`config.mk`:
```
export PLATFORM = sky130hd
export DESIGN_NAME = masked_lane_alu
export DESIGN_NICKNAME = d
export VERILOG_FILES = /design/src/rtl/masked_lane_alu.sv
export SDC_FILE = /design/constraint.sdc
export NUM_CORES = 1
export LEC_CHECK = 0
export ABC_AREA = 1
export BUFFER_PORTS_ARGS = -buffer_cell sky130_fd_sc_hd__buf_2
export CORE_MARGIN = 10
export CORE_UTILIZATION = 35
export CTS_CLUSTER_DIAMETER = 30
export DETAILED_ROUTE_END_ITERATION = 6
export SETUP_SLACK_MARGIN = 0.4
export SLEW_MARGIN = 20
export SYNTH_ARGS = -nofsm -noshare
export SYNTH_HDL_FRONTEND = slang
export SYNTH_SLANG_ARGS = --single-unit
```
`constraint.sdc`:
```
create_clock -name clk -period 2.25 [get_ports clk]
set_input_delay 0.1125 -clock clk [delete_from_list [all_inputs] [get_ports clk]]
set_output_delay 0.1125 -clock clk [all_outputs]
set_load 0.05 [all_outputs]
```
`src/rtl/masked_lane_alu.sv`:
```
module masked_lane_alu #(
  parameter int LANES = 8,
  parameter int LW    = 8,
  parameter int NMASK = 8,
  parameter int NVREG = 8,
  localparam int VW = LANES * LW,
  localparam int MI = $clog2(NMASK),
  localparam int VI = $clog2(NVREG)
) (
  input  logic          clk,
  input  logic          rst_n,
  input  logic          in_valid,
  input  logic [2:0]    in_op,
  input  logic [VI-1:0] in_dst,
  input  logic [MI-1:0] in_mdst,
  input  logic [MI-1:0] in_msel,
  input  logic          in_zero,
  input  logic [VW-1:0] src_a,
  input  logic [VW-1:0] src_b,
  input  logic [VW-1:0] dst_old,
  output logic          done,
  output logic          wb_en,
  output logic [VI-1:0] wb_idx,
  output logic [VW-1:0] wb_data
);
  localparam logic [2:0] OP_ADD = 3'd0, OP_SUB = 3'd1,
                         OP_CLT = 3'd2, OP_CEQ = 3'd3, OP_CNE = 3'd4;

  logic [LANES-1:0] mreg [NMASK];
  logic [LANES-1:0] pred, cmp_bits;
  logic [VW-1:0]    res;

  wire is_arith = (in_op == OP_ADD) || (in_op == OP_SUB);
  wire is_cmp   = (in_op == OP_CLT) || (in_op == OP_CEQ) || (in_op == OP_CNE);

  assign pred = (in_msel == '0) ? '1 : mreg[in_msel];

  for (genvar i = 0; i < LANES; i++) begin : g_lane
    wire [LW-1:0] a   = src_a[i*LW +: LW];
    wire [LW-1:0] b   = src_b[i*LW +: LW];
    wire [LW-1:0] sum = (in_op == OP_SUB) ? a - b : a + b;
    wire          lt  = $signed(a) < $signed(b);
    wire          eq  = (a == b);
    assign cmp_bits[i] = (in_op == OP_CLT) ? lt : (in_op == OP_CEQ) ? eq : !eq;
    assign res[i*LW +: LW] = pred[i] ? sum : (in_zero ? '0 : dst_old[i*LW +: LW]);
  end

  always_ff @(posedge clk) begin
    if (!rst_n) begin
      done    <= 1'b0;
      wb_en   <= 1'b0;
      wb_idx  <= '0;
      wb_data <= '0;
      for (int m = 0; m < NMASK; m++) mreg[m] <= '0;
    end else begin
      done  <= in_valid;
      wb_en <= in_valid && is_arith;
      if (in_valid) begin
        wb_idx  <= in_dst;
        wb_data <= is_arith ? res : '0;
        if (is_cmp && in_mdst != '0) mreg[in_mdst] <= cmp_bits;
      end
    end
  end
endmodule

```
== Word-level counts from Yosys, hierarchy flattened ==
Memory sizes are Yosys's and may differ from the RTL's.
Cells that the tools add are included.

* Memories kept: 1
* Input bits: 208
* Bits in registers: 69
* Output and inout bits: 69
* Bits in writable memories: 64
* Logic and storage cells: 108

{| class="wikitable"
|+ Memories
! memory !! words !! width !! read ports !! clocked after memory_dff !! write ports !! RTL line !! text
|-
| mreg || 8 || 8 || 1 || 0 || 8 || 29 || <nowiki>logic [LANES-1:0] mreg [NMASK];</nowiki>
|}

* $add $sub $neg: 16
* Equality and inequality tests: 12
* Reductions and logical operators: 17
* Multiplexer cells: 50
* Order comparisons: 8

{| class="wikitable"
|+ Operators with widths
! operator !! number
|-
| $mux 8 || 26
|-
| $add 8x8->8 || 8
|-
| $eq 8x8->1 || 8
|-
| $lt 8x8->1 || 8
|-
| $mux 64 || 1
|-
| $sub 8x8->8 || 8
|-
| $mux 1 || 22
|-
| $logic_not 1->1 || 8
|-
| $reduce_or 8->1 || 1
|-
| $eq 3x2->1 const B || 2
|-
| $logic_not 3->1 || 2
|-
| $eq 3x1->1 const B || 1
|-
| $eq 3x3->1 const B || 1
|-
| $logic_or 1x1->1 || 3
|-
| $mux 3 || 1
|-
| $reduce_bool 3->1 || 1
|-
| $logic_and 1x1->1 || 2
|}

== Logic depth before layout (Yosys ltp) ==
* Word-level depth: 10
* Gate-level depth with buffers: 15
* Mapped depth without buffers: 14

== Worst setup path before layout ==
No wires, ideal clock.

* Kind: input port to flip-flop
* From: input port src_b[30]
* To: memory mreg[3][3] (data pin)
* Path buffers: 0
* Slack: 669 ps
* Stages: 10
* Library setup time: 257 ps
* Data arrival time: 1324 ps
* Data required time: 1993 ps
* Cells stage by stage: inv_1 > ha_1 > inv_2 > nor3_1 > nor3b_2 > nand2_1 > o21ai_0 > o21ai_1 > inv_2 > nor2_1

{| class="wikitable"
|+ RTL lines
! item !! RTL line !! text
|-
| start: declaration || 19 || <nowiki>input logic [VW-1:0] src_b,</nowiki>
|-
| end: declaration || 29 ||
|}

==> report_table.html <==
<table>
<tr><th>Metric</th><th>Value</th></tr>
<tr><th colspan="2">Run status</th></tr>
<tr><td>Outcome</td><td>completed</td></tr>
<tr><th colspan="2">Hold path</th></tr>
<tr><td>Start point of the worst hold path</td><td>dst_old[22]</td></tr>
<tr><td>Worst hold-check path type</td><td>input port to register</td></tr>
<tr><td>Hold depth</td><td>5</td></tr>
<tr><td>Capture endpoint of the worst hold path</td><td>wb_data[22]</td></tr>
<tr><th colspan="2">Power and ir drop</th></tr>
<tr><td>Cell Pwr Density</td><td>542.2 mW/mm^2</td></tr>
<tr><td>Lkg Pwr</td><td>0.008053 uW</td></tr>
<tr><td>Peak VDD IR</td><td>0.4177 mV</td></tr>
<tr><th colspan="2">Routing</th></tr>
<tr><td>DRT iter0 DRCs</td><td>850</td></tr>
<tr><td>Average wire per standard cell</td><td>17.08 um</td></tr>
<tr><td>Routed Wire Length</td><td>46260 um</td></tr>
<tr><td>Detailed-route vias per instance</td><td>4.932</td></tr>
<tr><td>Count of nets left with antenna violations after detail routing</td><td>0</td></tr>
<tr><td>Residual DRC</td><td>0</td></tr>
<tr><td>Total vias in the final route</td><td>13360</td></tr>
<tr><td>Initial DRT Pass Iterations</td><td>5</td></tr>
<tr><th colspan="2">Critical path</th></tr>
<tr><td>Startpoint Class</td><td>input port</td></tr>
<tr><td>Worst flop-to-flop path startpoint</td><td>mreg[1][7]</td></tr>
<tr><td>Reg2reg path depth</td><td>9</td></tr>
<tr><td>Maximum fanout count along the critical path</td><td>7</td></tr>
<tr><td>Arrival time reported for the critical path endpoint</td><td>1.77 ns</td></tr>
<tr><td>Slowest cell on crit path</td><td>ha_1</td></tr>
<tr><td>Data required, critical path</td><td>2.43 ns</td></tr>
<tr><td>Critical Path End Type</td><td>register</td></tr>
<tr><td>Critical-path cell list</td><td>buf_2 &gt; inv_1 &gt; ha_1 &gt; nand2_1 &gt; inv_1 &gt; nand3_1 &gt; nor3_1 &gt; nand2_1 &gt; o21ai_0 &gt; a21boi_4 &gt; nor2_1</td></tr>
<tr><td>Worst r2r dst</td><td>wb_data[60]</td></tr>
<tr><td>Flop2flop setup slack</td><td>0.80 ns</td></tr>
<tr><td>Type of the worst setup path</td><td>input port to register</td></tr>
<tr><td>Largest stage delay on the critical path</td><td>0.41 ns</td></tr>
<tr><th colspan="2">Synth</th></tr>
<tr><td>Flip-flop and latch count after synthesis</td><td>133</td></tr>
<tr><td>Unique masters post-synth</td><td>47</td></tr>
<tr><td>Share of synthesized area spent on multiplexers</td><td>0%</td></tr>
<tr><td>Combinational family with the most area after synthesis</td><td>simple AND/OR/NAND/NOR gates</td></tr>
<tr><td>Fraction of the mapped netlist area in adder cells</td><td>15.20%</td></tr>
<tr><td>Area share of xor/xnor cells in the synthesized design</td><td>0%</td></tr>
<tr><td>Average instance area after synthesis</td><td>6.482 sq um</td></tr>
<tr><td>Mapped cell area</td><td>0.01265 sq mm</td></tr>
<tr><td>YS warnings</td><td>0</td></tr>
<tr><td>Simple-gate share of the synthesized area</td><td>35.47%</td></tr>
<tr><td>Sequential element share of the synthesized area</td><td>26.12%</td></tr>
<tr><td>Mapped Cells</td><td>1951</td></tr>
<tr><td>Synthesized-area fraction occupied by ao, oa, aoi and oai cells</td><td>12.35%</td></tr>
<tr><th colspan="2">Clocking</th></tr>
<tr><td>TritonCTS clock tree</td><td>yes</td></tr>
<tr><td>Skew-Pair Late Insertion Delay</td><td>0.44 ns</td></tr>
<tr><td>Maximum level of the CTS H-tree</td><td>4</td></tr>
<tr><td>Root cell of the clock tree</td><td>clkbuf_16</td></tr>
<tr><td>Clock transition time at the flip-flop clock pins of the worst setup and hold paths</td><td>0.07 ns</td></tr>
<tr><td>Number of clock sinks</td><td>133</td></tr>
<tr><td>Maximum clock insertion buffer count</td><td>2</td></tr>
<tr><td>Number of clock buffers inserted by TritonCTS</td><td>17</td></tr>
<tr><td>Setup bufs post-CTS</td><td>0</td></tr>
<tr><th colspan="2">STA</th></tr>
<tr><td>Setup-failing EPs final</td><td>0</td></tr>
<tr><td>Max frequency</td><td>631.3 MHz</td></tr>
<tr><td>Shortest period the worst path allows</td><td>1.584 ns</td></tr>
<tr><td>Fraction of the cycle the final worst path needs</td><td>70.40%</td></tr>
<tr><td>Transition time at the pin with the least slew margin</td><td>0.8234 ns</td></tr>
<tr><td>Slew Viols, Final</td><td>0</td></tr>
<tr><td>Unrepaired setup endpoints after global routing</td><td>no</td></tr>
<tr><td>Number of hold violations in the final report</td><td>0</td></tr>
<tr><td>Total negative slack</td><td>0 ns</td></tr>
<tr><td>Worst-case clock skew</td><td>0.01083 ns</td></tr>
<tr><td>Slew headroom</td><td>45.10%</td></tr>
<tr><th colspan="2">GRT</th></tr>
<tr><td>GRT Resource Usage Total</td><td>20.05%</td></tr>
<tr><td>Vias in the first global route</td><td>13070</td></tr>
<tr><td>Largest net degree at the start of global routing</td><td>68</td></tr>
<tr><td>Global-route wire length before repair</td><td>71140 um</td></tr>
<tr><td>Initial antenna violation count</td><td>7</td></tr>
<tr><td>Final global-route overflow total</td><td>0</td></tr>
<tr><th colspan="2">Job</th></tr>
<tr><td>Reported max-cap violation count</td><td>0</td></tr>
<tr><th colspan="2">Floorplan</th></tr>
<tr><td>Top-level port count</td><td>277</td></tr>
<tr><td>Site row count</td><td>69</td></tr>
<tr><td>Die area</td><td>0.04414 sq mm</td></tr>
<tr><td>Initial Utilization</td><td>35.56%</td></tr>
<tr><td>Height of the die</td><td>210.1 um</td></tr>
<tr><td>Core area</td><td>0.03557 sq mm</td></tr>
<tr><td>Chip width</td><td>210.1 um</td></tr>
<tr><th colspan="2">Placed design</th></tr>
<tr><td>Placed cell count</td><td>2666</td></tr>
<tr><td>Port Buf Inserts</td><td>276</td></tr>
<tr><td>HPWL Detailed</td><td>36180 um</td></tr>
<tr><td>Placer Congestion</td><td>0.9078</td></tr>
<tr><th colspan="2">Finish</th></tr>
<tr><td>Post-layout net count</td><td>2585</td></tr>
<tr><td>Non-filler cells in the finished layout</td><td>2708</td></tr>
<tr><td>Filler cell count in the final layout</td><td>3862</td></tr>
<tr><td>Synth-to-Final Area Change</td><td>20.77%</td></tr>
<tr><td>Layout cells sized above 1</td><td>18.17%</td></tr>
</table>
metrics by stage:
stage	area, sq um	worst slack, ns	utilization, %	total power [uW]	hold slack, ns
CTS	15270	0.5939	42.92	8327	0.01335
global route	15270	0.4464	42.93	8752	0.04192
floorplan	12670	0.6691	-	4491	0.2419
finish	15270	0.6660	42.94	8281	0.02938
detailed placement	14560	0.1183	40.95	5332	0.3461
global placement	14560	0.1445	40.95	5307	0.3356
cells in the final DEF, fill, tap and decap left out, types with 8 or more instances in the layout:
master and n:
conb_1 8, nand4_1 21, and2_1 8, nor2_1 151
clkbuf_16 17, a21oi_1 181, ha_1 128, nand2_1 687
dfxtp_1 69, nor3_1 10, o21ai_0 35, fa_1 16
inv_2 19, nand3_1 160, dlygate4sd3_1 9, o21ai_2 9
edfxtp_1 64, inv_1 237, buf_4 24, o211ai_1 8
buf_2 276, o21ai_1 22
worst max-delay path: cells and delay by family:
family | cells | cell delay [ns]
AO/OA/AOI/OAI | 2 | 0.38
adder cells (fa/ha/maj) | 1 | 0.41
buffers and inverters | 3 | 0.21
AND/OR/NAND/NOR | 5 | 0.67
final cells by class:
cell class	count	area, sq um	area share (%)
Inverter	266	1023	6.701
Clock inverter	15	186.4	1.221
Multi-Input combinational cell	1501	8004	52.40
Clock buffer	17	425.4	2.785
Tap cell	461	576.8	3.777
Antenna cell	1	2.502	0.01638
Sequential cell	133	3303	21.63
Timing Repair Buffer	314	1752	11.47
metal layers:
layer	part of all wire (%)	up-vias	global-route usage (%)	wire length (um)
met3	6.1	53	4.775	2823
met1	44	6121	24.85	20340
met5	0.10	-	0	48
li1	-	6802	-	-
met4	1.4	8	4.515	641
met2	48	371	34.39	22410
cells by family after synthesis:
kind of cell               count (synthesis)
AOI/OAI and AO/OA                        278
adders and majority gates                144
buffers and inverters                    324
DFF                                      133
other                                      1
and+or+nand+nor                         1071
worst max path at each step:
stage                    from         end
floorplan           src_b[30]  mreg[3][3]
global placement    src_b[53]  mreg[2][6]
detailed placement  src_b[53]  mreg[6][6]
CTS                 src_b[53]  mreg[6][6]
global route        src_b[37]  mreg[1][4]
finish              src_b[37]  mreg[5][4]
flip-flops by register name (all words and copies together), names as in the netlist:
| signal | count |
|---|---|
| wb_idx | 3 |
| done | 1 |
| wb_en | 1 |
| wb_data | 64 |
| mreg | 64 |
power by group:
| group | internal (uW) | switching [uW] | total, uW |
|---|---|---|---|
| Clock | 1690 | 1290 | 2970 |
| Sequential | 2650 | 40.9 | 2690 |
| Combinational | 878 | 1740 | 2620 |
| Total | 5210 | 3070 | 8280 |
synth_stat cells, drive strengths merged:
| cell type | instances | area (sq um) |
|---|---|---|
| a21boi | 2 | 37.54 |
| a21o | 4 | 30.03 |
| a21oi | 189 | 983.5 |
| a31oi | 1 | 6.260 |
| and2 | 8 | 50.05 |
| buf | 37 | 266.5 |
| clkbuf | 21 | 81.33 |
| clkinv | 3 | 11.26 |
| conb | 1 | 3.750 |
| dfxtp | 69 | 1381 |
| edfxtp | 64 | 1922 |
| fa | 16 | 320.3 |
| ha | 128 | 1602 |
| inv | 263 | 1012 |
| nand2 | 694 | 2648 |
| nand3 | 167 | 885.8 |
| nand3b | 4 | 30.03 |
| nand4 | 21 | 131.4 |
| nor2 | 156 | 613.1 |
| nor3 | 12 | 65.06 |
| nor3b | 1 | 12.51 |
| o211ai | 12 | 110.1 |
| o21a | 1 | 7.510 |
| o21ai | 66 | 364.1 |
| o21bai | 3 | 22.52 |
| or2 | 8 | 50.05 |
what timing repair did:
item | in CTS | in global routing
resized for setup | 0 | 1
hold buffers | 9 | 0
setup endpoints to repair | 0 | 6
endpoints found under the hold margin | 9 | 0
(Power assumes the default switching activity.)
